===== src/rtl/npc_pkg.sv =====
`timescale 1ns/1ps
package npc_pkg;
  localparam int OPC_W   = 6;
  localparam int FUNCT_W = 6;
  localparam int FMT_W   = 5;

  localparam logic [OPC_W-1:0] OPC_SPECIAL = 6'h00;
  localparam logic [OPC_W-1:0] OPC_JUMP    = 6'h02;
  localparam logic [OPC_W-1:0] OPC_CALL    = 6'h03;
  localparam logic [OPC_W-1:0] OPC_BRANCH_EQ = 6'h04;
  localparam logic [OPC_W-1:0] OPC_BRANCH_NE = 6'h05;
  localparam logic [OPC_W-1:0] OPC_COPROC1 = 6'h11;

  localparam logic [FUNCT_W-1:0] FUNCT_REG_JUMP = 6'h08;
  localparam logic [FMT_W-1:0]   FMT_FLAG_BRANCH = 5'd8;

  typedef struct packed {
    logic selRegTarget;
    logic selAbsTarget;
    logic selRelTarget;
    logic linkWrite;
  } ctrlStrobes_t;
endpackage


===== src/rtl/npc_decode.sv =====
`timescale 1ns/1ps
module npc_decode
  import npc_pkg::*;
#(
  parameter int INSTR_W = 32
) (
  input  logic [INSTR_W-1:0] instr,
  input  logic               regsEqual,
  input  logic               fpCond,
  output ctrlStrobes_t       strobes
);
  localparam int OPC_LSB   = INSTR_W - OPC_W;
  localparam int FMT_LSB   = OPC_LSB - FMT_W;
  localparam int SENSE_BIT = 16;

  logic [OPC_W-1:0]   opcode;
  logic [FUNCT_W-1:0] funct;
  logic [FMT_W-1:0]   fmtField;
  logic               senseBit;

  assign opcode   = instr[INSTR_W-1:OPC_LSB];
  assign funct    = instr[FUNCT_W-1:0];
  assign fmtField = instr[OPC_LSB-1:FMT_LSB];
  assign senseBit = instr[SENSE_BIT];

  logic isRegJump, isAbsJump, isCall, isBrEq, isBrNe, isFlagBr;
  logic condMet;

  always_comb begin
    isRegJump = (opcode == OPC_SPECIAL) && (funct == FUNCT_REG_JUMP);
    isAbsJump = (opcode == OPC_JUMP);
    isCall    = (opcode == OPC_CALL);
    isBrEq    = (opcode == OPC_BRANCH_EQ);
    isBrNe    = (opcode == OPC_BRANCH_NE);
    isFlagBr  = (opcode == OPC_COPROC1) && (fmtField == FMT_FLAG_BRANCH);

    condMet = 1'b0;
    if (isBrEq)   condMet = regsEqual;
    if (isBrNe)   condMet = !regsEqual;
    if (isFlagBr) condMet = (fpCond == senseBit);

    strobes.selRegTarget = isRegJump;
    strobes.selAbsTarget = isAbsJump || isCall;
    strobes.selRelTarget = condMet;
    strobes.linkWrite    = isCall;
  end
endmodule


===== src/rtl/npc_datapath.sv =====
`timescale 1ns/1ps
module npc_datapath
  import npc_pkg::*;
#(
  parameter int ADDR_W    = 32,
  parameter int INSTR_W   = 32,
  parameter int OFFSET_W  = 16,
  parameter int REGION_W  = 4
) (
  input  logic [ADDR_W-1:0]  pc,
  input  logic [INSTR_W-1:0] instr,
  input  logic [ADDR_W-1:0]  rsVal,
  input  logic [ADDR_W-1:0]  rtVal,
  input  ctrlStrobes_t       strobes,
  output logic               regsEqual,
  output logic [ADDR_W-1:0]  nextPc,
  output logic [ADDR_W-1:0]  returnAddr
);
  localparam int WORD_SHIFT = 2;
  localparam int INDEX_W    = ADDR_W - REGION_W - WORD_SHIFT;
  localparam int EXT_W      = ADDR_W - OFFSET_W - WORD_SHIFT;
  localparam logic [ADDR_W-1:0] STEP = ADDR_W'(4);

  logic [ADDR_W-1:0]   seqAddr;
  logic [ADDR_W-1:0]   relOffset;
  logic [ADDR_W-1:0]   relTarget;
  logic [ADDR_W-1:0]   absTarget;
  logic [OFFSET_W-1:0] offsetField;
  logic [INDEX_W-1:0]  indexField;

  assign offsetField = instr[OFFSET_W-1:0];
  assign indexField  = instr[INDEX_W-1:0];

  assign seqAddr    = pc + STEP;
  assign returnAddr = seqAddr + STEP;
  assign regsEqual  = (rsVal == rtVal);

  assign relOffset = {{EXT_W{offsetField[OFFSET_W-1]}}, offsetField, {WORD_SHIFT{1'b0}}};
  assign relTarget = seqAddr + relOffset;
  assign absTarget = {seqAddr[ADDR_W-1 -: REGION_W], indexField, {WORD_SHIFT{1'b0}}};

  always_comb begin
    nextPc = seqAddr;
    if (strobes.selRelTarget) nextPc = relTarget;
    if (strobes.selAbsTarget) nextPc = absTarget;
    if (strobes.selRegTarget) nextPc = rsVal;
  end
endmodule


===== src/rtl/npc_unit.sv =====
`timescale 1ns/1ps
module npc_unit
  import npc_pkg::*;
#(
  parameter int ADDR_W   = 32,
  parameter int INSTR_W  = 32,
  parameter int REG_IDX_W = 5,
  parameter int LINK_REG = 31
) (
  input  logic [ADDR_W-1:0]    pc,
  input  logic [INSTR_W-1:0]   instr,
  input  logic [ADDR_W-1:0]    rsVal,
  input  logic [ADDR_W-1:0]    rtVal,
  input  logic                 fpCond,
  output logic [ADDR_W-1:0]    nextPc,
  output logic                 linkWe,
  output logic [REG_IDX_W-1:0] linkIdx,
  output logic [ADDR_W-1:0]    linkVal
);
  ctrlStrobes_t strobes;
  logic         regsEqual;

  npc_decode #(.INSTR_W(INSTR_W)) u_decode (
    .instr     (instr),
    .regsEqual (regsEqual),
    .fpCond    (fpCond),
    .strobes   (strobes)
  );

  npc_datapath #(.ADDR_W(ADDR_W), .INSTR_W(INSTR_W)) u_datapath (
    .pc         (pc),
    .instr      (instr),
    .rsVal      (rsVal),
    .rtVal      (rtVal),
    .strobes    (strobes),
    .regsEqual  (regsEqual),
    .nextPc     (nextPc),
    .returnAddr (linkVal)
  );

  assign linkWe  = strobes.linkWrite;
  assign linkIdx = REG_IDX_W'(LINK_REG);
endmodule


===== config.mk =====
export PLATFORM = sky130hd
export DESIGN_NAME = npc_unit
export DESIGN_NICKNAME = d
export VERILOG_FILES = /design/src/rtl/npc_pkg.sv /design/src/rtl/npc_decode.sv /design/src/rtl/npc_datapath.sv /design/src/rtl/npc_unit.sv
export SDC_FILE = /design/constraint.sdc
export NUM_CORES = 1
export LEC_CHECK = 0
export BUFFER_PORTS_ARGS = -buffer_cell sky130_fd_sc_hd__buf_4
export CORE_MARGIN = 2
export CORE_UTILIZATION = 50
export DETAILED_ROUTE_END_ITERATION = 6
export GPL_TIMING_DRIVEN = 0
export PLACE_DENSITY = 0.94
export SLEW_MARGIN = 25
export SYNTH_ARGS = -nofsm -noshare
export SYNTH_HDL_FRONTEND = slang
export SYNTH_SLANG_ARGS = --single-unit

===== constraint.sdc =====
create_clock -name vclk -period 4.4
set_input_delay 0.44 -clock vclk [all_inputs]
set_output_delay 0.44 -clock vclk [all_outputs]
set_load 0.01 [all_outputs]

# Word level (Yosys, flattened, before mapping)

Index checks and enable logic that the tools add are counted.

Word-level logic and storage cells: 23
Flip-flop bits (word level): 0

Reduce and logical (&&, ||, !) cells: 5
Eq/ne operators: 9
Multiplexer cells: 6
$add $sub $neg: 3

Operators by type and width:

| operator              | number |
|---|---|
| $mux 32               | 3 |
| $add 32x3->32 const B | 2 |
| $add 32x32->32        | 1 |
| $eq 32x32->1          | 1 |
| $eq 6x2->1 const B    | 2 |
| $eq 6x3->1 const B    | 2 |
| $eq 6x4->1 const B    | 1 |
| $eq 6x5->1 const B    | 1 |
| $logic_not 6->1       | 1 |
| $eq 5x4->1 const B    | 1 |
| $mux 1                | 3 |
| $logic_and 1x1->1     | 2 |
| $eq 1x1->1            | 1 |
| $logic_not 1->1       | 1 |
| $logic_or 1x1->1      | 1 |

# Longest topological paths before layout

Depth after elaboration: 7
Mapped depth: 17
Gate-level depth less buffers: 17

# By module

From an unflattened synthesis, not the netlist that was laid out.

Cells, all modules: 656
Area, all modules: 4396.7 µm²

Modules (own cells, without submodules):

| module       | sequential area each (µm²) | area each (µm²) | instances | cells an instance |
|---|---|---|---|---|
| npc_datapath | 0.0                        | 4229.1          | 1         | 633 |
| npc_decode   | 0.0                        | 126.4           | 1         | 17 |
| npc_unit     | 0.0                        | 41.3            | 1         | 6 |

# Worst setup path after synthesis

No wires, ideal clock.

Path kind: input-to-output
Start point: in pc[5]
End point: out nextPc[30]
Data required time: 3960 ps
Setup slack: 173 ps
Cell stages on the path: 17
Arrival time: 3787 ps
Path buffers: 1
Cell sequence: buf_2 nand4_2 nor2_1 nand2_1 xnor2_1 inv_1 ha_1 a21oi_1 o21ai_0 or3_1 o221a_2 o21ai_0 o21a_1 o31ai_1 a311oi_1 xor2_1 a21oi_1

Cells in the longest elaborated chain, start to end: 5

RTL lines:

| what               | RTL line           | source |
|---|---|---|
| start: declaration | npc_unit.sv:10     | `input logic [ADDR_W-1:0] pc,` |
| $add 32x3->32 *    | npc_datapath.sv:34 | `assign seqAddr = pc + STEP;` |
| $add 32x32->32     | npc_datapath.sv:39 | `assign relTarget = seqAddr + relOffset;` |
| $mux 32            | npc_datapath.sv:44 | `if (strobes.selRelTarget) nextPc = relTarget;` |
| $mux 32 *          | npc_datapath.sv:45 | `if (strobes.selAbsTarget) nextPc = absTarget;` |
| $mux 32 *          | npc_datapath.sv:46 | `if (strobes.selRegTarget) nextPc = rsVal;` |
| end: declaration   | npc_unit.sv:15     | `output logic [ADDR_W-1:0] nextPc,` |

Mark *: on every way between the ends. The rest lies on a longest branch, timed or not.

# Worst setup path in the final report

Start point: in pc[6]
End point: out nextPc[25]

Cells in the longest elaborated chain, start to end: 5

RTL lines:

| what            | RTL line |
|---|---|
| $add 32x3->32 * | npc_datapath.sv:34 |
| $add 32x32->32  | npc_datapath.sv:39 |
| $mux 32 *       | npc_datapath.sv:44 |
| $mux 32 *       | npc_datapath.sv:45 |
| $mux 32 *       | npc_datapath.sv:46 |

Marks and branches as above.

==> metrics.cfg <==
[outcome]
run_status=finished with violations
failed_checks=setup timing

[grt]
grt_overflow=0
grt_start_max_net_pins=22
grt_pass1_wl_um=27000
grt_use_total_pct=37.9
grt_antenna_before_repair=0
via_count_of_the_first_global_routing_pass=5406

[detailed_routing]
drtPass1Iterations=5
via_per_inst=6.54
vias=6279
routed_wire_length_per_instance_um=21.3
remaining_drc_errors=0
detail_route.wirelength_um=20500
dr.first_iter.drc_count=669
ant_nets=0

[synth]
netlist_top_cells_area=xnor2_1, ha_1, xor2_1, nand2_1, a21oi_1
post_synth_num_cell_types=65
yosys_warnings=0
syn-mean-instance-area_um2=6.62
synth.yosys.seq_area_share_pct=0
cell_count_after_synthesis=622
synthDominantCellAreaShare_pct=12.6
synth.largest_area_cell=xnor2_1
synth_area_mm2=0.00412

[floorplanning]
fp.dieArea_mm2=0.00897
floorplan_die_height_um=94.7
die_width_um=94.7
fp-row-count=33
start_util_pct=50.9
coreArea_mm2=0.00809
design.portCount=199

[pwr]
p_leak_nw=2.91
ir_drop_mv=0.0697
power.density_mw_per_mm2=112

[final_layout]
num-clock-buffers=0
diodes=0
layout-drive-gt1-share_pct=38.5
multi_input_area_mm2=0.00443
post_layout_nonfiller_instances=960
final_net_count=1024
syn2layout_area_growth_pct=59.7
ff_latch_area_um2=0
fillerInstances=538
numSequentialCells=0

[sta]
finalMaxSlewViolations=0
min_period_over_period_pct=101
final_hold_viol_count=0
timing_worst_slew_pin_value_ns=0.656
setup_slack_ns=-0.0229
fmax_mhz=226
minimum_clock_period_ns=4.42
slew-limit-headroom_pct=56.3
setup_violations=2

[critical_path]
cp_max_fo=7
end_kind=output port
critical_path_arrival_ns=3.98
crit_family=simple AND/OR/NAND/NOR gates
worst-path-buf-inv=4
slowest_stage=nor4_4
criticalPathCategory=input port to output port
worstPathRequired_ns=3.96
startpoint_type=input port
critical_path.cell_chain=buf_6 -> nand4_4 -> buf_12 -> nor4_4 -> xnor2_2 -> inv_1 -> ha_1 -> and3_1 -> nor2b_1 -> a221oi_2 -> nand2_2 -> o21ai_4 -> nand2b_1 -> a211oi_2 -> xnor2_1 -> mux2i_1 -> a21oi_2 -> buf_4
timing.critical_path.slowest_cell_delay_ns=0.40

[place]
post-dp-hpwl_um=14200
place_worst_setup_slack_ns=-0.646
placedCellCount=921
gp_congestion=0.995
port_buffers=190

[flow_run]
drv.max_cap_violation_count=0

[worst_hold_path]
worstHoldPathType=input port to output port

-- final cells by class --
class	count	area share [%]
well taps	105	2.00
inverters	25	1.43
plain buffers	28	2.40
multi-input cells	570	67.4
repair buffers	232	26.8
-- routing by layer --
metal	track usage (%)	share of wire, %	up-vias
met2	66.0	48	559
met1	45.7	35	2859
met5	0	0	-
li1	-	-	2722
met3	5.11	11	139
met4	18.2	6.7	0
-- cell families after synthesis --
family                   Yosys count  share of synthesized area [%]
adder cells (fa/ha/maj)           38                           11.7
other                              1                         0.0911
XOR/XNOR                         113                           24.4
AND/OR/NAND/NOR                  238                           30.8
buffers and inverters             56                           5.96
multiplexers                       5                           1.22
AO/OA/AOI/OAI                    171                           25.8
-- cells in the final DEF (no fill, tap or decap), drive strengths merged, types with 3 or more instances in the layout --
| cell | n |
|---|---|
| nand3 | 26 |
| xnor2 | 60 |
| o22ai | 9 |
| conb | 5 |
| nor2b | 4 |
| a31oi | 6 |
| mux2i | 5 |
| nor4 | 17 |
| xor2 | 53 |
| nor4b | 3 |
| and2 | 3 |
| nor2 | 49 |
| and4 | 6 |
| inv | 25 |
| o21bai | 3 |
| o211ai | 17 |
| o21a | 6 |
| nand2 | 75 |
| buf | 244 |
| a21o | 13 |
| a211oi | 8 |
| or3 | 4 |
| nand4 | 16 |
| clkbuf | 16 |
| ha | 37 |
| and3 | 9 |
| o31ai | 5 |
| o21ai | 43 |
| a21oi | 46 |
| nor3 | 15 |
-- synth_stat cells (all sizes together), types with 5 or more instances --
cell / n
o21ai: 43
and4: 6
a21oi: 46
ha: 37
o21a: 6
nor3: 15
a211oi: 8
o31ai: 5
o22ai: 9
buf: 11
nand2: 75
and3: 9
nand4: 16
o211ai: 17
a31oi: 6
xnor2: 60
a21o: 13
xor2: 53
nand3: 26
nor4: 17
inv: 25
mux2i: 5
clkbuf: 20
nor2: 49
-- worst paths after layout --
| path | cells past startpoint | from | to |
|---|---|---|---|
| min | 3 | pc[0] | linkVal[0] |
| max | 18 | pc[6] | nextPc[25] |
-- where the power goes --
part / switching, W / internal [W] / leakage [nW]
combinational: 0.000388 / 0.000347 / 2.91
clock: 0 / 0 / 0
sequential: 0 / 0 / 0
-- metrics by stage --
step	hold slack [ns]	power, W	setup TNS [ns]	area [um^2]	utilization (%)
floorplan	0.972	0.000345	0	4130	-
global placement	1.15	0.000590	-4.47	5690	70.3
detailed placement	1.16	0.000605	-6.32	5690	70.3
CTS	1.16	0.000633	0	6050	74.8
global route	1.18	0.000771	-0.377	6570	81.2
finish	1.16	0.000735	-0.0233	6570	81.2
-- tightest hold or removal path: cells and delay by family --
kind,cells,cell delay [ns]
buffers and inverters,3,0.28
-- repair_timing --
action,CTS,global route
cloned,0,0
hold buffers,0,0
buffers inserted,13,29
setup endpoints to repair,16,14
pin swaps,11,37
gates resized for setup,41,66
(Power assumes the default switching activity.)
